[config.mk]
export PLATFORM = sky130hd
export DESIGN_NAME = rd_data_timeout
export DESIGN_NICKNAME = d
export VERILOG_FILES = /design/src/rtl/rdto_pkg.sv /design/src/rtl/rdto_target_decode.sv /design/src/rtl/rdto_counter.sv /design/src/rtl/rdto_ctrl.sv /design/src/rtl/rd_data_timeout.sv
export SDC_FILE = /design/constraint.sdc
export NUM_CORES = 1
export LEC_CHECK = 0
export BUFFER_PORTS_ARGS = -buffer_cell sky130_fd_sc_hd__buf_2
export CORE_MARGIN = 2
export CORE_UTILIZATION = 57
export DETAILED_ROUTE_END_ITERATION = 10
export PLACE_DENSITY = 0.82
export SETUP_SLACK_MARGIN = 0.1
export SLEW_MARGIN = 20
export SYNTH_ARGS = -nofsm -noshare
export SYNTH_HDL_FRONTEND = slang
export SYNTH_SLANG_ARGS = --single-unit
export TNS_END_PERCENT = 5
[constraint.sdc]
create_clock -name clk -period 7.14 [get_ports clk]
set_clock_uncertainty 0.15 [all_clocks]
set_input_delay 0.357 -clock clk [delete_from_list [all_inputs] [get_ports clk]]
set_output_delay 0.357 -clock clk [all_outputs]
set_load 0.005 [all_outputs]
[src/rtl/rdto_pkg.sv]
package rdto_pkg;
  typedef enum logic {
    TMO_FLAT  = 1'b0,
    TMO_SPLIT = 1'b1
  } tmo_mode_e;
endpackage

[src/rtl/rdto_target_decode.sv]
module rdto_target_decode
  import rdto_pkg::*;
#(
  parameter int DATA_W   = 24,
  parameter int COARSE_W = 3,
  parameter bit EXT_EN   = 1'b1,
  parameter int CNT_W    = DATA_W + COARSE_W
) (
  input  logic [DATA_W-1:0] field,
  input  tmo_mode_e         mode,
  output logic [CNT_W-1:0]  target
);
  localparam int FINE_W = DATA_W - COARSE_W;
  localparam logic [CNT_W-1:0] UNIT = CNT_W'({DATA_W{1'b1}});

  logic [CNT_W-1:0] flat_cnt;
  assign flat_cnt = CNT_W'(field);

  generate
    if (EXT_EN) begin : g_split
      logic [COARSE_W-1:0] coarse;
      logic [FINE_W-1:0]   fine;
      logic [CNT_W-1:0]    coarse_part;
      logic [CNT_W-1:0]    fine_part;

      always_comb begin
        coarse = field[COARSE_W-1:0];
        fine   = field[DATA_W-1:COARSE_W];
        // a zero multiplier contributes nothing instead of wrapping
        if (coarse == '0) begin
          coarse_part = '0;
        end else begin
          coarse_part = CNT_W'(coarse - COARSE_W'(1)) * UNIT;
        end
        fine_part = CNT_W'({fine, {COARSE_W{1'b0}}});
        if (mode == TMO_SPLIT) begin
          target = coarse_part + fine_part;
        end else begin
          target = flat_cnt;
        end
      end
    end else begin : g_flat
      tmo_mode_e mode_unused;
      assign mode_unused = mode;
      assign target      = flat_cnt;
    end
  endgenerate
endmodule

[src/rtl/rdto_counter.sv]
module rdto_counter #(
  parameter int CNT_W = 27
) (
  input  logic             clk,
  input  logic             rst_n,
  input  logic             clr,
  input  logic             run,
  input  logic             tick,
  input  logic [CNT_W-1:0] target,
  output logic             hit
);
  logic [CNT_W-1:0] cnt_q;
  logic [CNT_W-1:0] cnt_d;
  logic [CNT_W:0]   cnt_inc;

  always_comb begin
    cnt_inc = {1'b0, cnt_q} + {{CNT_W{1'b0}}, 1'b1};
    hit     = run && tick && (cnt_inc >= {1'b0, target});
    cnt_d   = cnt_q;
    if (clr || hit) begin
      cnt_d = '0;
    end else if (run && tick) begin
      cnt_d = cnt_inc[CNT_W-1:0];
    end
  end

  always_ff @(posedge clk or negedge rst_n) begin
    if (!rst_n) begin
      cnt_q <= '0;
    end else begin
      cnt_q <= cnt_d;
    end
  end
endmodule

[src/rtl/rdto_ctrl.sv]
module rdto_ctrl
  import rdto_pkg::*;
#(
  parameter int TMO_W = 32,
  parameter int RSP_W = 8,
  parameter int CNT_W = 27
) (
  input  logic             clk,
  input  logic             rst_n,
  input  logic             tmo_wr,
  input  logic [TMO_W-1:0] tmo_wdata,
  input  logic             ext_mode,
  input  logic             rd_start,
  input  logic             data_done,
  input  logic             data_err,
  input  logic             flag_clr,
  input  logic             hit,
  input  logic [CNT_W-1:0] tgt_new,
  output logic [TMO_W-1:0] dec_word,
  output tmo_mode_e        dec_mode,
  output logic [CNT_W-1:0] tgt_q,
  output logic             cnt_clr,
  output logic [RSP_W-1:0] rsp_tmo,
  output logic             busy,
  output logic             drto_flag,
  output logic             xfer_end,
  output logic             split_q
);
  logic [TMO_W-1:0] word_q, word_d;
  logic [CNT_W-1:0] tgt_d;
  logic             busy_q, busy_d;
  logic             flag_q, flag_d;
  logic             end_q, end_d;
  logic             split_d;
  logic             reload;

  assign reload   = tmo_wr || rd_start;
  assign dec_word = tmo_wr ? tmo_wdata : word_q;
  assign dec_mode = tmo_mode_e'(ext_mode);
  assign cnt_clr  = reload;

  always_comb begin
    word_d  = tmo_wr ? tmo_wdata : word_q;
    tgt_d   = reload ? tgt_new : tgt_q;
    split_d = reload ? ext_mode : split_q;
    busy_d  = busy_q;
    flag_d  = flag_q;
    end_d   = 1'b0;
    if (flag_clr) begin
      flag_d = 1'b0;
    end
    if (busy_q) begin
      if (data_done) begin
        busy_d = 1'b0;
        end_d  = 1'b1;
      end else if (hit) begin
        busy_d = 1'b0;
        end_d  = 1'b1;
        flag_d = 1'b1;
      end else if (data_err && split_q) begin
        busy_d = 1'b0;
        end_d  = 1'b1;
      end
    end
    if (rd_start) begin
      busy_d = 1'b1;
    end
  end

  always_ff @(posedge clk or negedge rst_n) begin
    if (!rst_n) begin
      word_q  <= '1;
      tgt_q   <= '1;
      split_q <= 1'b0;
      busy_q  <= 1'b0;
      flag_q  <= 1'b0;
      end_q   <= 1'b0;
    end else begin
      word_q  <= word_d;
      tgt_q   <= tgt_d;
      split_q <= split_d;
      busy_q  <= busy_d;
      flag_q  <= flag_d;
      end_q   <= end_d;
    end
  end

  assign rsp_tmo   = word_q[RSP_W-1:0];
  assign busy      = busy_q;
  assign drto_flag = flag_q;
  assign xfer_end  = end_q;
endmodule

[src/rtl/rd_data_timeout.sv]
module rd_data_timeout
  import rdto_pkg::*;
#(
  parameter int TMO_W    = 32,
  parameter int RSP_W    = 8,
  parameter int COARSE_W = 3,
  parameter bit EXT_EN   = 1'b1
) (
  input  logic             clk,
  input  logic             rst_n,
  input  logic             tmo_wr,
  input  logic [TMO_W-1:0] tmo_wdata,
  input  logic             ext_mode,
  input  logic             rd_start,
  input  logic             card_tick,
  input  logic             data_done,
  input  logic             data_err,
  input  logic             flag_clr,
  output logic [RSP_W-1:0] rsp_tmo,
  output logic             drto_flag,
  output logic             xfer_end,
  output logic             busy
);
  localparam int DATA_W = TMO_W - RSP_W;
  localparam int CNT_W  = DATA_W + COARSE_W;

  logic [TMO_W-1:0] dec_word;
  tmo_mode_e        dec_mode;
  logic [CNT_W-1:0] tgt_new;
  logic [CNT_W-1:0] tgt_q;
  logic             cnt_clr;
  logic             hit;
  logic             split_q;

  rdto_ctrl #(
    .TMO_W(TMO_W),
    .RSP_W(RSP_W),
    .CNT_W(CNT_W)
  ) i_ctrl (
    .clk       (clk),
    .rst_n     (rst_n),
    .tmo_wr    (tmo_wr),
    .tmo_wdata (tmo_wdata),
    .ext_mode  (ext_mode && EXT_EN),
    .rd_start  (rd_start),
    .data_done (data_done),
    .data_err  (data_err),
    .flag_clr  (flag_clr),
    .hit       (hit),
    .tgt_new   (tgt_new),
    .dec_word  (dec_word),
    .dec_mode  (dec_mode),
    .tgt_q     (tgt_q),
    .cnt_clr   (cnt_clr),
    .rsp_tmo   (rsp_tmo),
    .busy      (busy),
    .drto_flag (drto_flag),
    .xfer_end  (xfer_end),
    .split_q   (split_q)
  );

  rdto_target_decode #(
    .DATA_W  (DATA_W),
    .COARSE_W(COARSE_W),
    .EXT_EN  (EXT_EN),
    .CNT_W   (CNT_W)
  ) i_decode (
    .field  (dec_word[TMO_W-1:RSP_W]),
    .mode   (dec_mode),
    .target (tgt_new)
  );

  rdto_counter #(
    .CNT_W(CNT_W)
  ) i_counter (
    .clk    (clk),
    .rst_n  (rst_n),
    .clr    (cnt_clr),
    .run    (busy),
    .tick   (card_tick),
    .target (tgt_q),
    .hit    (hit)
  );
endmodule

After elaboration in Yosys (flattened, before gate mapping) --
Index checks and enable logic that the tools add are counted.
Cells by class: div/mod/pow operators 0, reduce and logical (&&, ||, !) cells 7, equality and inequality tests 0, multiply operators 1, mux-type cells 18, $add $sub $neg 3, $lt $le $gt $ge 1, bitwise operators 0, shift-type cells 0
Operators with widths (count):
- 27-bit two-way mux | 4
- 32-bit two-way mux | 1
- 27-bit by 1-bit adder with 28-bit output (second input constant) | 1
- 28-bit by 27-bit greater-or-equal comparator with 1-bit output | 1
- 27-bit by 24-bit adder with 27-bit output | 1
- 27-bit by 24-bit multiplier with 27-bit output (second input constant) | 1
- 1-bit two-way mux | 13
- 3-bit by 1-bit subtractor with 4-bit output (second input constant) | 1
- 1-bit logical AND | 3
- 3-bit zero test | 1
- 1-bit logical OR | 2
- 2-bit nonzero test | 1
Storage, ports and cells: latch bits 0, bits in registers 90, bits in read-only memories 0, input port bits 41, memory bits (writable) 0, output and inout bits 11, memories kept 0, word-level logic and storage cells 38

Longest topological paths before layout --
Gate-level depths: netlist of run 1.
depth in word-level cells 7, gate-level depth with buffers 28, gate-level depth less buffers 26

Hierarchy --
From an unflattened synthesis of run 1, not the netlist that was laid out.
Unflattened totals: cells, all modules 934, area total of the unflattened synthesis 9026.2 µm²
By module, submodules not included:
- rdto_target_decode | instances 1, cells an instance 454, seq. area each 0.0 µm², area each 3834.9 µm²
- rdto_counter | instances 1, cells an instance 332, seq. area each 675.6 µm², area each 2646.3 µm²
- rdto_ctrl | instances 1, cells an instance 148, seq. area each 1650.3 µm², area each 2544.9 µm²

Worst setup path after synthesis of run 1 --
Ideal clock, no wire load.
path kind input to register, start in tmo_wr, end reg i_ctrl.tgt_q[25], cell stages on the path 28, data required time 6.912 ns, path buffers 2, setup time 0.078 ns, arrival time 6.952 ns, slack -0.040 ns, path through buf_6 > mux2i_1 > ha_1 > inv_2 > o21ai_4 > inv_4 > clkbuf_1 > fa_1 > ha_1 > inv_1 > fa_1 > xnor2_1 > ha_1 > inv_1 > fa_1 > inv_1 > ha_1 > a21o_1 > ha_1 > nand3_1 > nor4_1 > a2111oi_0 > nand4_1 > a311oi_1 > xnor3_2 > nand3_2 > xnor2_1 > a31o_1
On the way: longest elaborated chain between the ends 6, elaborated cells between the ends (all ways) 8, those cells by class add/sub (2); mul (1); mux (3); reduce/logical (2)
RTL lines:
- start, declared | line rd_data_timeout.sv:11 | input logic tmo_wr,
- 32-bit two-way mux | line rdto_ctrl.sv:38 | assign dec_word = tmo_wr ? tmo_wdata : word_q;
- 3-bit by 1-bit subtractor with 4-bit output | line rdto_target_decode.sv:33 | coarse_part = CNT_W'(coarse - COARSE_W'(1)) * UNIT;
- 27-bit by 24-bit multiplier with 27-bit output | line rdto_target_decode.sv:33
- 27-bit two-way mux | line rdto_target_decode.sv:30 | if (coarse == '0) begin
- 27-bit by 24-bit adder with 27-bit output | line rdto_target_decode.sv:37 | target = coarse_part + fine_part;
- 27-bit two-way mux | line rdto_target_decode.sv:36 | if (mode == TMO_SPLIT) begin
- end signal, assigned | line rdto_ctrl.sv:80 | tgt_q <= tgt_d;
- end, declared | line rdto_ctrl.sv:21 | output logic [CNT_W-1:0] tgt_q,
Several ways; a longest one is shown, not always the timed one. A chain may end at the register's enable or synchronous reset.

Worst setup path in the final report of run 1 --
start reg i_ctrl.word_q[9], end reg i_ctrl.tgt_q[26]
On the way: longest elaborated chain between the ends 6, elaborated cells between the ends (all ways) 7, those cells by class add/sub (2); mul (1); mux (3); reduce/logical (1)
RTL lines:
- start, declared | line rdto_ctrl.sv:29 | logic [TMO_W-1:0] word_q, word_d;
- start signal, assigned | line rdto_ctrl.sv:79 | word_q <= word_d;
- 32-bit two-way mux (*) | line rdto_ctrl.sv:38
- 3-bit by 1-bit subtractor with 4-bit output | line rdto_target_decode.sv:33
- 27-bit by 24-bit multiplier with 27-bit output | line rdto_target_decode.sv:33
- 27-bit two-way mux (*) | line rdto_target_decode.sv:30
- 27-bit by 24-bit adder with 27-bit output (*) | line rdto_target_decode.sv:37
- 27-bit two-way mux (*) | line rdto_target_decode.sv:36
Mark *: on every way between the ends. The rest lies on a longest branch, timed or not.

==> impl_summary.log, run 1 <==
INFO  metric cts-buffers-inserted = 9
INFO  metric final-max-slew-violation-count = 0
INFO  metric startpoint_type = flip-flop
INFO  metric int_pwr = 1.577 mW
INFO  metric multi_input_gate_area = 5842 um2
INFO  metric post-synth-top-count-cell = sky130_fd_sc_hd__ha_1
INFO  metric critical-path-top-delay-family = adder cells
INFO  metric antennaDiodeCount = 0
INFO  metric swShare = 38.61%
INFO  metric critical_path_arrival = 6780 ps
INFO  metric grt_max_degree = 56
INFO  metric power.net_switching = 0.9916 mW
INFO  metric effective_utilization_at_floorplan = 57.56%
INFO  metric cts_setup_buffers = 0
INFO  metric first_pass_grt_wire_length = 32.64 mm
INFO  metric finalCritPeriodShare = 93.67%
INFO  metric ctsHtreeMaxLevel = 3
INFO  metric numClockSinks = 90
INFO  metric detailroute.via_count = 6878
INFO  metric grt_setup_unrepaired = no
INFO  metric tritoncts_clock_tree = built
INFO  metric drt-wirelength-per-cell = 16.44 um
INFO  metric share_clk_of_total_power = 19.9%
INFO  metric timing.fmax = 149.5 MHz
INFO  metric totalPowerFinal = 2.568 mW
INFO  metric irDropWorstVdd = 0.1463 mV
INFO  metric die-height = 127.2 um
INFO  metric synth_largest_type_area_fraction = 21.54%
INFO  metric layout.area.seq = 2326 um2
INFO  metric postSynth.topFlopCell = sky130_fd_sc_hd__dfstp_2
INFO  metric number_of_antenna_violations_at_the_first_check_in_global_routing = 0
INFO  metric powerDensity = 272.6 nW/um2
INFO  metric dp.final_hpwl = 14.81 mm
INFO  metric number_of_warnings_issued_by_yosys = 0
INFO  metric area_growth_syn_to_layout = 8.878%
INFO  metric ctsLongestPathBuffers = 2
INFO  metric required = 7230 ps
INFO  metric ys_ff_latch = 90
INFO  metric clock-root-buffer = sky130_fd_sc_hd__clkbuf_16
INFO  metric global_route_usage_over_all_layers = 24.97%
INFO  metric critical_path.most_common_cell = sky130_fd_sc_hd__ha_1
INFO  metric drv_cap = 0
INFO  metric globalRouteOverflowTotal = 0
INFO  metric place_congestion = 0.9116
INFO  metric detail_route.drc_violations = 0
INFO  metric vias_in_the_first_global_route = 6847
INFO  metric synth_seq_area_share = 26.88%
INFO  metric timing.slew.headroom = 33.74%
INFO  metric timing.critical_path.slowest_stage_cell = sky130_fd_sc_hd__fa_1
INFO  metric setup.worst_path.class = reg2reg
INFO  metric crit_path_end_kind = flip-flop
INFO  metric num-fill-cells = 1241
INFO  metric avgViaCountPerCell = 5.884
INFO  metric antenna_left = 0
INFO  metric synthCells = 937
INFO  metric syn_area = 8653 um2
INFO  metric synthDominantAreaCellType = sky130_fd_sc_hd__ha_1
INFO  metric core-area = 15030 um2
INFO  metric seqPwrFrac = 24.6%
INFO  metric yosys-top-cells-count = sky130_fd_sc_hd__ha_1, sky130_fd_sc_hd__nand2_1, sky130_fd_sc_hd__inv_1, sky130_fd_sc_hd__dfstp_2, sky130_fd_sc_hd__a21o_1
INFO  metric critical_path.max_stage_delay = 570 ps
INFO  metric critical_path.cell_chain = mux2i_2, buf_4, ha_1, xnor2_1, fa_1, ha_1, ha_1, nor3_1, a21oi_1, xnor2_1, ha_1, fa_1, ha_1, a21o_1, ha_1, o211ai_1, nor4_1, a2111oi_0, nand4_1, a311oi_1, xnor3_2, nand4_1, xor2_1, o22ai_1
INFO  metric final_layout_net_count = 1176
INFO  metric rows = 45
INFO  metric p_leak = 4.846 nW
INFO  metric i_o_pin_count = 52
INFO  metric power.share.combinational = 55.5%
INFO  metric synth_area_leaders = sky130_fd_sc_hd__ha_1, sky130_fd_sc_hd__dfstp_2, sky130_fd_sc_hd__dfrtp_1, sky130_fd_sc_hd__a21o_1, sky130_fd_sc_hd__xnor2_1
INFO  metric setup-tns-final = 0 ps
INFO  metric routed_wire_length = 19.22 mm
INFO  metric placement.io_buffers = 51
INFO  metric hold_buffers = 1
INFO  metric post-route-worst-setup-slack = 451.9 ps
INFO  metric synth_enable_flop_cells = 0
INFO  metric setup_viol = 0
INFO  metric period_minus_slack = 6688 ps
INFO  metric crit_path_max_fanout = 11
INFO  metric drt_pre_antenna_iters = 6
INFO  metric status = finished clean
INFO  metric share_of_post_route_cells_with_drive_strength_above_1 = 20.39%
INFO  metric avgSynthCellArea = 9.235 um2
INFO  metric dp_worst_setup_slack = 198.2 ps
INFO  metric cts.clk_slew.worst_paths = 60 ps
INFO  metric die-width = 127.2 um
INFO  metric async_flop_share = 100.0%
INFO  metric final_hold_violation_count = 0
INFO  metric max_slew.worst_pin.slew = 993.8 ps
INFO  metric min_path_type = in2reg
INFO  metric dieArea = 16180 um2
INFO  metric cts_repair_resize_count = 0
INFO  metric initialDrtViolationCount = 518
INFO  metric synth_fp_nets = 1137
INFO  metric crit_buf_inv = 1
INFO  metric number_of_distinct_library_cells_after_synthesis = 72
INFO  metric clock_latency = 350 ps
==> sequential cells by signal, summed over array words and instances (netlist names) <==
signal            flops
i_ctrl.xfer_end       1
i_counter.cnt_q      27
i_ctrl.tgt_q         27
i_ctrl.split_q        1
i_ctrl.busy           1
i_ctrl.word_q        32
i_ctrl.drto_flag      1
==> worst paths after layout <==
| kind | cells past startpoint | start | end | slack, ps |
|---|---|---|---|---|
| setup reg to reg | 24 | i_ctrl.word_q[9]$_DFF_PN1_ | i_ctrl.tgt_q[26]$_DFFE_PN1P_ | 450 |
| hold reg to reg | 1 | i_ctrl.drto_flag$_DFF_PN0_ | i_ctrl.drto_flag$_DFF_PN0_ | 350 |
| min in group asynchronous | 2 | rst_n | i_counter.cnt_q[26]$_DFFE_PN0P_ | 360 |
| max in group asynchronous | 3 | rst_n | i_counter.cnt_q[9]$_DFFE_PN0P_ | 5450 |
| setup / recovery | 24 | i_ctrl.word_q[9]$_DFF_PN1_ | i_ctrl.tgt_q[26]$_DFFE_PN1P_ | 450 |
| hold / removal | 2 | tmo_wdata[3] | i_ctrl.word_q[3]$_DFFE_PN1P_ | 100 |
==> worst register-to-register path: cells and delay by family (launching register included) <==
kind | cells | cell delay [ps]
buffers and inverters | 1 | 180
AND/OR/NAND/NOR | 4 | 580
multiplexers | 1 | 70
adder cells (fa/ha/maj) | 8 | 2930
AO/OA/AOI/OAI | 6 | 1290
XOR/XNOR | 4 | 840
flip-flops | 1 | 530
==> cells in the final DEF, fill, tap and decap left out, types with 4 or more instances in the layout <==
cell type and count:
sky130_fd_sc_hd__ha_1 149, sky130_fd_sc_hd__nand2_1 78, sky130_fd_sc_hd__inv_1 74, sky130_fd_sc_hd__dfstp_2 59, sky130_fd_sc_hd__a21o_1 52, sky130_fd_sc_hd__buf_2 50
sky130_fd_sc_hd__nor2_1 47, sky130_fd_sc_hd__a21oi_1 45, sky130_fd_sc_hd__xnor2_1 43, sky130_fd_sc_hd__dfrtp_1 31, sky130_fd_sc_hd__mux2_2 30, sky130_fd_sc_hd__nand3_1 27
sky130_fd_sc_hd__o21ai_1 26, sky130_fd_sc_hd__o21ai_0 24, sky130_fd_sc_hd__xor2_1 19, sky130_fd_sc_hd__buf_4 18, sky130_fd_sc_hd__nand4_1 12, sky130_fd_sc_hd__and3_1 12
sky130_fd_sc_hd__mux2i_1 11, sky130_fd_sc_hd__fa_1 10, sky130_fd_sc_hd__clkbuf_16 10, sky130_fd_sc_hd__and2_1 9, sky130_fd_sc_hd__nor4_1 9, sky130_fd_sc_hd__a31oi_1 9
sky130_fd_sc_hd__a211oi_1 9, sky130_fd_sc_hd__nor3_1 8, sky130_fd_sc_hd__nor2b_1 8, sky130_fd_sc_hd__a31o_2 7, sky130_fd_sc_hd__o211ai_1 7, sky130_fd_sc_hd__o221ai_1 7
sky130_fd_sc_hd__o21a_1 6, sky130_fd_sc_hd__and4_1 5, sky130_fd_sc_hd__nand3b_1 4, sky130_fd_sc_hd__o21bai_1 4
==> logic make-up (layout without fill, tap and decap cells) <==
kind of cell               Yosys count  after routing  share of synthesized area (%)
muxes                               44             44                          5.668
AOI/OAI and AO/OA                  224            224                          17.41
adders and majority gates          160            160                          23.97
buffers and inverters              121            165                          5.740
xor gates and xnor gates            65             65                          7.186
DFF                                 90             90                          26.88
and+or+nand+nor                    233            233                          13.14
==> layer usage <==
layer	vias to the layer above	routed length (um)	track usage, %
met2	178	8841	40.16
met1	3240	8886	33.46
met4	0	635	10.08
met3	47	856	4.564
li1	3413	-	-
met5	-	0	0
==> per-stage QoR <==
step | hold slack (ps) | util [%] | area (um2) | instances
finish | 95.57 | 62.67 | 9422 | 1169
global route | 93.30 | 62.67 | 9422 | 1169
CTS | 87.02 | 62.67 | 9422 | 1169
detailed placement | 194.8 | 60.47 | 9091 | 1152
global placement | 184.9 | 60.47 | 9091 | 1152
floorplan | -88.59 | - | 8661 | 937
==> power by group through the flow <==
stage | registers, mW | clock network (mW) | logic, mW
after CTS | 0.632 | 0.518 | 1.43
after global routing | 0.638 | 0.542 | 1.62
after floorplan | 0.631 | 0 | 1.11
after global placement | 0.636 | 0 | 1.36
final | 0.631 | 0.511 | 1.43
after detailed placement | 0.640 | 0 | 1.42
==> area by class of cell <==
class                   count  area share [%]
multi-input cells         726           62.01
flip-flops and latches     90           24.69
repair buffers             69           4.197
inverters                  80           3.214
clock buffers              10           2.656
well taps                 188           2.497
clock inverters             6          0.7437
No activity file was read; power rests on OpenSTA's default activity.
==> run 2: changes to the inputs <==
REMOVE_ABC_BUFFERS = 1   (was default)
==> impl_summary.log, run 2 (synthesis results as in run 1) <==
INFO  metric area_growth_syn_to_layout = 8.921% (was 8.878%)
INFO  metric min_delay_endpoint = i_ctrl.word_q[7]$_DFFE_PN1P_ (was i_ctrl.word_q[3]$_DFFE_PN1P_)
INFO  metric tritoncts_clock_tree = built (unchanged)
INFO  metric cts.clk_slew.worst_paths = 70 ps (was 60 ps)
INFO  metric first_pass_grt_wire_length = 32.61 mm (was 32.64 mm)
INFO  metric layout_commonest_cell = sky130_fd_sc_hd__ha_1 (unchanged)
INFO  metric clock-root-buffer = sky130_fd_sc_hd__clkbuf_16 (unchanged)
INFO  metric timing.fmax = 153.4 MHz (was 149.5 MHz)
INFO  metric antenna_left = 0 (unchanged)
INFO  metric power.share.combinational = 55.2% (was 55.5%)
INFO  metric cts_repair_resize_count = 0 (unchanged)
INFO  metric powerDensity = 270.7 nW/um2 (was 272.6 nW/um2)
INFO  metric dp.final_hpwl = 14.30 mm (was 14.81 mm)
INFO  metric crit_path_max_fanout = 6 (was 11)
INFO  metric num-fill-cells = 1207 (was 1241)
INFO  metric rows = 45 (unchanged)
INFO  metric globalRouteOverflowTotal = 0 (unchanged)
INFO  metric drv_cap = 0 (unchanged)
INFO  metric p_leak = 4.858 nW (was 4.846 nW)
INFO  metric startpoint_type = flip-flop (unchanged)
INFO  metric fin_hold_ws = 94.87 ps (was 95.57 ps)
INFO  metric flip_flop_count_of_the_largest_register_after_layout = 32 (unchanged)
INFO  metric initialDrtViolationCount = 356 (was 518)
INFO  metric min_path_type = in2reg (unchanged)
INFO  metric seqPwrFrac = 24.8% (was 24.6%)
INFO  metric timing.slew.headroom = 32.02% (was 33.74%)
INFO  metric max_flop_register = i_ctrl.word_q (unchanged)
INFO  metric required = 7230 ps (about the same)
INFO  metric rr_endpoint = i_ctrl.tgt_q[26]$_DFFE_PN1P_ (unchanged)
INFO  metric ff2ff_path_depth = 25 (was 24)
INFO  metric i_o_pin_count = 52 (unchanged)
INFO  metric core-area = 15030 um2 (unchanged)
INFO  metric effective_utilization_at_floorplan = 57.56% (unchanged)
INFO  metric share_clk_of_total_power = 20.1% (was 19.9%)
INFO  metric die-width = 127.2 um (unchanged)
INFO  metric detail_route.drc_violations = 0 (unchanged)
INFO  metric crit_path_end_kind = flip-flop (unchanged)
INFO  metric ctsHtreeMaxLevel = 3 (unchanged)
INFO  metric antennaDiodeCount = 0 (unchanged)
INFO  metric avgViaCountPerCell = 5.931 (was 5.884)
INFO  metric regToRegStartpoint = i_ctrl.word_q[9]$_DFF_PN1_ (unchanged)
INFO  metric largest_registers = i_ctrl.word_q: 32 flops, i_counter.cnt_q: 27 flops, i_ctrl.tgt_q: 27 flops (unchanged)
INFO  metric detailroute.via_count = 6945 (was 6878)
INFO  metric grt_setup_unrepaired = no (unchanged)
INFO  metric layoutNonFillerInstCount = 1171 (was 1169)
INFO  metric min-delay-start = tmo_wdata[7] (was tmo_wdata[3])
INFO  metric dieArea = 16180 um2 (unchanged)
INFO  metric global_route_usage_over_all_layers = 24.46% (was 24.97%)
INFO  metric power.net_switching = 0.9679 mW (was 0.9916 mW)
INFO  metric hold-path-cell-count = 2 (unchanged)
INFO  metric setup_viol = 0 (unchanged)
INFO  metric grt_max_degree = 70 (was 56)
INFO  metric placement.io_buffers = 51 (unchanged)
INFO  metric final_hold_violation_count = 0 (unchanged)
INFO  metric place_inst = 1154 (was 1152)
INFO  metric swShare = 37.94% (was 38.61%)
INFO  metric status = finished clean (unchanged)
INFO  metric worst-r2r-setup-slack = 620 ps (was 450 ps)
INFO  metric clock_latency = 340 ps (was 350 ps)
INFO  metric final_cell_utilization_of_the_core = 62.70% (was 62.67%)
INFO  metric vias_in_the_first_global_route = 6931 (was 6847)
INFO  metric cts-buffers-inserted = 9 (unchanged)
INFO  metric die-height = 127.2 um (unchanged)
INFO  metric period_minus_slack = 6518 ps (was 6688 ps)
INFO  metric drt_pre_antenna_iters = 5 (was 6)
INFO  metric int_pwr = 1.583 mW (was 1.577 mW)
INFO  metric place_congestion = 0.8304 (was 0.9116)
INFO  metric share_of_post_route_cells_with_drive_strength_above_1 = 20.35% (was 20.39%)
INFO  metric drt-wirelength-per-cell = 16.32 um (was 16.44 um)
INFO  metric final_cell_mix = sky130_fd_sc_hd__ha_1, sky130_fd_sc_hd__nand2_1, sky130_fd_sc_hd__inv_1 (unchanged)
INFO  metric ctsLongestPathBuffers = 2 (unchanged)
INFO  metric numClockSinks = 90 (unchanged)
INFO  metric critical_path_arrival = 6600 ps (was 6780 ps)
INFO  metric number_of_antenna_violations_at_the_first_check_in_global_routing = 0 (unchanged)
INFO  metric finalCritPeriodShare = 91.29% (was 93.67%)
INFO  metric irDropWorstVdd = 0.1617 mV (was 0.1463 mV)
INFO  metric final-max-slew-violation-count = 0 (unchanged)
INFO  metric setup.worst_path.class = reg2reg (unchanged)
INFO  metric final_layout_net_count = 1178 (was 1176)
INFO  metric routed_wire_length = 19.11 mm (was 19.22 mm)
INFO  metric max_slew.worst_pin.slew = 1020 ps (was 993.8 ps)
==> run 2: cell count changes in the layout (fill, tap and decap cells not counted), sizes merged <==
cell,delta
buf,+2
bufinv,+1
clkbuf,-1
clkinv,+1
inv,-1
==> run 2: worst max-delay path by stage <==
stage	cells after the start	end	slack, ps	from
4_1_cts	25	i_ctrl.tgt_q[26]$_DFFE_PN1P_	580	i_ctrl.word_q[9]$_DFF_PN1_
2_1_floorplan	26	i_ctrl.tgt_q[26]$_DFFE_PN1P_	-20	tmo_wr
3_3_place_gp	28	i_ctrl.tgt_q[26]$_DFFE_PN1P_	540	tmo_wr
3_5_place_dp	28	i_ctrl.tgt_q[26]$_DFFE_PN1P_	390	tmo_wr
6_report	25	i_ctrl.tgt_q[26]$_DFFE_PN1P_	620	i_ctrl.word_q[9]$_DFF_PN1_
5_1_grt	25	i_ctrl.tgt_q[24]$_DFFE_PN1P_	300	i_ctrl.word_q[9]$_DFF_PN1_
==> run 2: area by class of cell <==
| type | count | area, um2 | area share (%) |
|---|---|---|---|
| timing repair buffer | 71 | 410.4 | 4.354 |
| clock buffer | 9 | 225.2 | 2.389 |
| clock inverter | 7 | 91.34 | 0.9691 |
| multi-input combinational | 726 | 5834 | 61.90 |
| tap | 188 | 235.2 | 2.496 |
| sequential | 90 | 2326 | 24.68 |
| inverter | 80 | 302.8 | 3.213 |
==> run 2: power groups by stage <==
stage / registers (mW) / logic (mW) / clock network, mW
floorplan: 0.632 / 1.09 / 0
global placement: 0.635 / 1.35 / 0
detailed placement: 0.639 / 1.40 / 0
CTS: 0.632 / 1.41 / 0.516
global route: 0.638 / 1.60 / 0.539
finish: 0.632 / 1.41 / 0.512
==> run 2: worst max-delay path, stage by stage, from the launching register on <==
cell	delay [ps]
sky130_fd_sc_hd__dfstp_2	510
sky130_fd_sc_hd__mux2i_1	60
sky130_fd_sc_hd__buf_4	160
sky130_fd_sc_hd__ha_1	270
sky130_fd_sc_hd__xnor2_1	320
sky130_fd_sc_hd__fa_1	490
sky130_fd_sc_hd__ha_1	310
sky130_fd_sc_hd__inv_1	60
sky130_fd_sc_hd__fa_1	420
sky130_fd_sc_hd__xnor2_1	150
sky130_fd_sc_hd__ha_1	270
sky130_fd_sc_hd__inv_1	50
sky130_fd_sc_hd__fa_1	540
sky130_fd_sc_hd__inv_1	50
sky130_fd_sc_hd__ha_1	290
sky130_fd_sc_hd__a21o_1	160
sky130_fd_sc_hd__ha_1	300
sky130_fd_sc_hd__nand3_1	110
sky130_fd_sc_hd__nor4_1	60
sky130_fd_sc_hd__a2111oi_0	380
sky130_fd_sc_hd__nand4_1	200
sky130_fd_sc_hd__a311oi_1	410
sky130_fd_sc_hd__xnor3_2	360
sky130_fd_sc_hd__nand4_1	130
sky130_fd_sc_hd__xor2_1	150
sky130_fd_sc_hd__o22ai_1	80
==> run 2: per-stage QoR <==
stage	setup WS [ps]	setup TNS, ps	total power [mW]	area, um2
6_report	622.2	0	2.551	9425
5_1_grt	303.3	0	2.780	9425
4_1_cts	576.1	0	2.558	9425
3_5_place_dp	394.7	0	2.038	9099
3_3_place_gp	543.4	0	1.982	9099
2_1_floorplan	-23.97	-42.91	1.720	8459
==> run 2: what timing repair did <==
item	4_1_cts	5_1_grt
hold buffers	1	0
hold endpoints to repair	18	0
buffers inserted	0	0
==> run 2: routing by layer <==
metal	vias up	GRT usage, %	share of wire (%)
met2	158	42.88	50
met5	-	0	0
met1	3355	31.87	45
met4	0	6.593	1.5
met3	28	3.350	3.4
li1	3404	-	-
==> run 3: changes to the inputs <==
CORE_UTILIZATION = 63   (was 57)
PLACE_DENSITY = 0.86   (was 0.82)
clock period = 7.3 ns   (was 7.14 ns; I/O delays follow)
==> impl_summary.log, run 3 (synthesis results as in run 1) <==
INFO  metric irDropWorstVdd = 0.1954 mV (was 0.1617 mV)
INFO  metric min_path_type = in2reg (unchanged)
INFO  metric dieArea = 14690 um2 (was 16180 um2)
INFO  metric final_cell_mix = sky130_fd_sc_hd__ha_1, sky130_fd_sc_hd__nand2_1, sky130_fd_sc_hd__inv_1 (unchanged)
INFO  metric grt_setup_unrepaired = no (unchanged)
INFO  metric setup-tns-final = 0 ps (unchanged)
INFO  metric crit_path_end_kind = flip-flop (unchanged)
INFO  metric die-width = 121.2 um (was 127.2 um)
INFO  metric rows = 42 (was 45)
INFO  metric i_o_pin_count = 52 (unchanged)
INFO  metric share_of_post_route_cells_with_drive_strength_above_1 = 20.10% (was 20.35%)
INFO  metric avgViaCountPerCell = 6.015 (was 5.931)
INFO  metric tritoncts_clock_tree = built (unchanged)
INFO  metric ctsHtreeMaxLevel = 3 (unchanged)
INFO  metric largest_registers = i_ctrl.word_q: 32 flops, i_counter.cnt_q: 27 flops, i_ctrl.tgt_q: 27 flops (unchanged)
INFO  metric timing.slew.headroom = 31.39% (was 32.02%)
INFO  metric final-max-slew-violation-count = 0 (unchanged)
INFO  metric clock-root-buffer = sky130_fd_sc_hd__clkbuf_16 (unchanged)
INFO  metric period_minus_slack = 6810 ps (was 6518 ps)
INFO  metric max_slew.worst_pin.slew = 1029 ps (was 1020 ps)
INFO  metric critical_path_arrival = 6890 ps (was 6600 ps)
INFO  metric crit_path_max_fanout = 9 (was 6)
INFO  metric dp.final_hpwl = 14.41 mm (was 14.30 mm)
INFO  metric setup.worst_path.class = reg2reg (unchanged)
INFO  metric p_leak = 4.834 nW (was 4.858 nW)
INFO  metric detail_route.drc_violations = 0 (unchanged)
INFO  metric area_growth_syn_to_layout = 8.430% (was 8.921%)
INFO  metric core-area = 13350 um2 (was 15030 um2)
INFO  metric place_congestion = 0.8922 (was 0.8304)
INFO  metric detailroute.via_count = 6953 (was 6945)
INFO  metric placement.io_buffers = 51 (unchanged)
INFO  metric global_route_usage_over_all_layers = 27.65% (was 24.46%)
INFO  metric drt-wirelength-per-cell = 16.68 um (was 16.32 um)
INFO  metric drt_pre_antenna_iters = 5 (unchanged)
INFO  metric routed_wire_length = 19.28 mm (was 19.11 mm)
INFO  metric place_inst = 1139 (was 1154)
INFO  metric effective_utilization_at_floorplan = 64.83% (was 57.56%)
INFO  metric final_layout_net_count = 1175 (was 1178)
INFO  metric cts-buffers-inserted = 9 (unchanged)
INFO  metric first_pass_grt_wire_length = 32.81 mm (was 32.61 mm)
INFO  metric initialDrtViolationCount = 630 (was 356)
INFO  metric setup_viol = 0 (unchanged)
INFO  metric layout_commonest_cell = sky130_fd_sc_hd__ha_1 (unchanged)
INFO  metric startpoint_type = flip-flop (unchanged)
INFO  metric timing.fmax = 146.9 MHz (was 153.4 MHz)
INFO  metric finalCritPeriodShare = 93.28% (was 91.29%)
INFO  metric status = finished clean (unchanged)
INFO  metric drv_cap = 0 (unchanged)
INFO  metric powerDensity = 266.2 nW/um2 (was 270.7 nW/um2)
INFO  metric die-height = 121.2 um (was 127.2 um)
INFO  metric cts.clk_slew.worst_paths = 60 ps (was 70 ps)
INFO  metric number_of_antenna_violations_at_the_first_check_in_global_routing = 0 (unchanged)
INFO  metric antenna_left = 0 (unchanged)
INFO  metric totalPowerFinal = 2.498 mW (was 2.551 mW)
INFO  metric layoutNonFillerInstCount = 1156 (was 1171)
INFO  metric required = 7390 ps (was 7230 ps)
INFO  metric globalRouteOverflowTotal = 0 (unchanged)
INFO  metric flip_flop_count_of_the_largest_register_after_layout = 32 (unchanged)
INFO  metric final_hold_violation_count = 0 (unchanged)
INFO  metric ctsLongestPathBuffers = 2 (unchanged)
INFO  metric clock_latency = 340 ps (about the same)
INFO  metric cts_setup_buffers = 0 (unchanged)
INFO  metric grt_max_degree = 54 (was 70)
INFO  metric numClockSinks = 90 (unchanged)
INFO  metric max_flop_register = i_ctrl.word_q (unchanged)
INFO  metric antennaDiodeCount = 0 (unchanged)
INFO  metric vias_in_the_first_global_route = 6908 (was 6931)
## run 3: layout make-up
class / count / area (um2)
sequential: 90 / 2326
tap: 176 / 220.2
inverter: 80 / 302.8
fill: 1032 / 3965
multi-input combinational: 726 / 5841
clock buffer: 12 / 256.5
clock inverter: 4 / 48.80
timing repair buffer: 68 / 387.9
## run 3: metrics by stage
step	hold WS, ps	setup slack (ps)	area (um2)	utilization [%]
after floorplan	-80.59	128.0	8459	-
after global placement	212.1	378.4	9061	67.89
after detailed placement	208.8	189.2	9061	67.89
after CTS	99.70	435.8	9376	70.25
after global routing	104.7	102.4	9383	70.29
final	107.6	490.5	9383	70.29
## run 3: worst paths after layout
kind | slack (ps) | endpoint | cells after the start | startpoint
min | 110 | i_ctrl.word_q[5]$_DFFE_PN1P_ | 2 | tmo_wdata[5]
max in group asynchronous | 5600 | i_counter.cnt_q[23]$_DFFE_PN0P_ | 3 | rst_n
max | 490 | i_ctrl.tgt_q[24]$_DFFE_PN1P_ | 25 | i_ctrl.word_q[9]$_DFF_PN1_
min in group asynchronous | 390 | i_counter.cnt_q[5]$_DFFE_PN0P_ | 2 | rst_n
min reg2reg | 340 | i_ctrl.tgt_q[18]$_DFFE_PN1P_ | 2 | i_ctrl.tgt_q[18]$_DFFE_PN1P_
max reg2reg | 490 | i_ctrl.tgt_q[24]$_DFFE_PN1P_ | 25 | i_ctrl.word_q[9]$_DFF_PN1_
## run 3: per-layer routing
metal	wire [um]	GRT usage, %	vias up
met2	9454	47.47	190
met3	815	3.383	39
met5	0	0	-
li1	-	-	3402
met4	538	9.411	0
met1	8475	36.05	3322
## run 3: repair_timing
item	in CTS	in global routing
hold buffers	1	0
setup endpoints to repair	0	3
hold endpoints to repair	4	0
resized for setup	0	1
## run 3: where the power goes
part           internal, mW  switching, mW
clock network         0.284          0.195
logic                 0.658          0.743
registers             0.592         0.0256
total                  1.53          0.964
## run 3: critical path, cell delays in order (launching register included)
cell	delay [ps]
sky130_fd_sc_hd__dfstp_2	510
sky130_fd_sc_hd__mux2i_1	120
sky130_fd_sc_hd__buf_4	200
sky130_fd_sc_hd__ha_1	260
sky130_fd_sc_hd__xnor2_1	300
sky130_fd_sc_hd__fa_1	480
sky130_fd_sc_hd__ha_1	480
sky130_fd_sc_hd__inv_1	110
sky130_fd_sc_hd__fa_1	440
sky130_fd_sc_hd__xnor2_1	150
sky130_fd_sc_hd__ha_1	270
sky130_fd_sc_hd__inv_1	50
sky130_fd_sc_hd__fa_1	540
sky130_fd_sc_hd__inv_1	40
sky130_fd_sc_hd__ha_1	280
sky130_fd_sc_hd__a21o_1	160
sky130_fd_sc_hd__ha_1	300
sky130_fd_sc_hd__nand3_1	120
sky130_fd_sc_hd__nor4_1	70
sky130_fd_sc_hd__a2111oi_0	390
sky130_fd_sc_hd__nand4_1	230
sky130_fd_sc_hd__a311oi_2	350
sky130_fd_sc_hd__xnor3_2	350
sky130_fd_sc_hd__a21oi_1	160
sky130_fd_sc_hd__nand4b_1	130
sky130_fd_sc_hd__o21ai_1	90
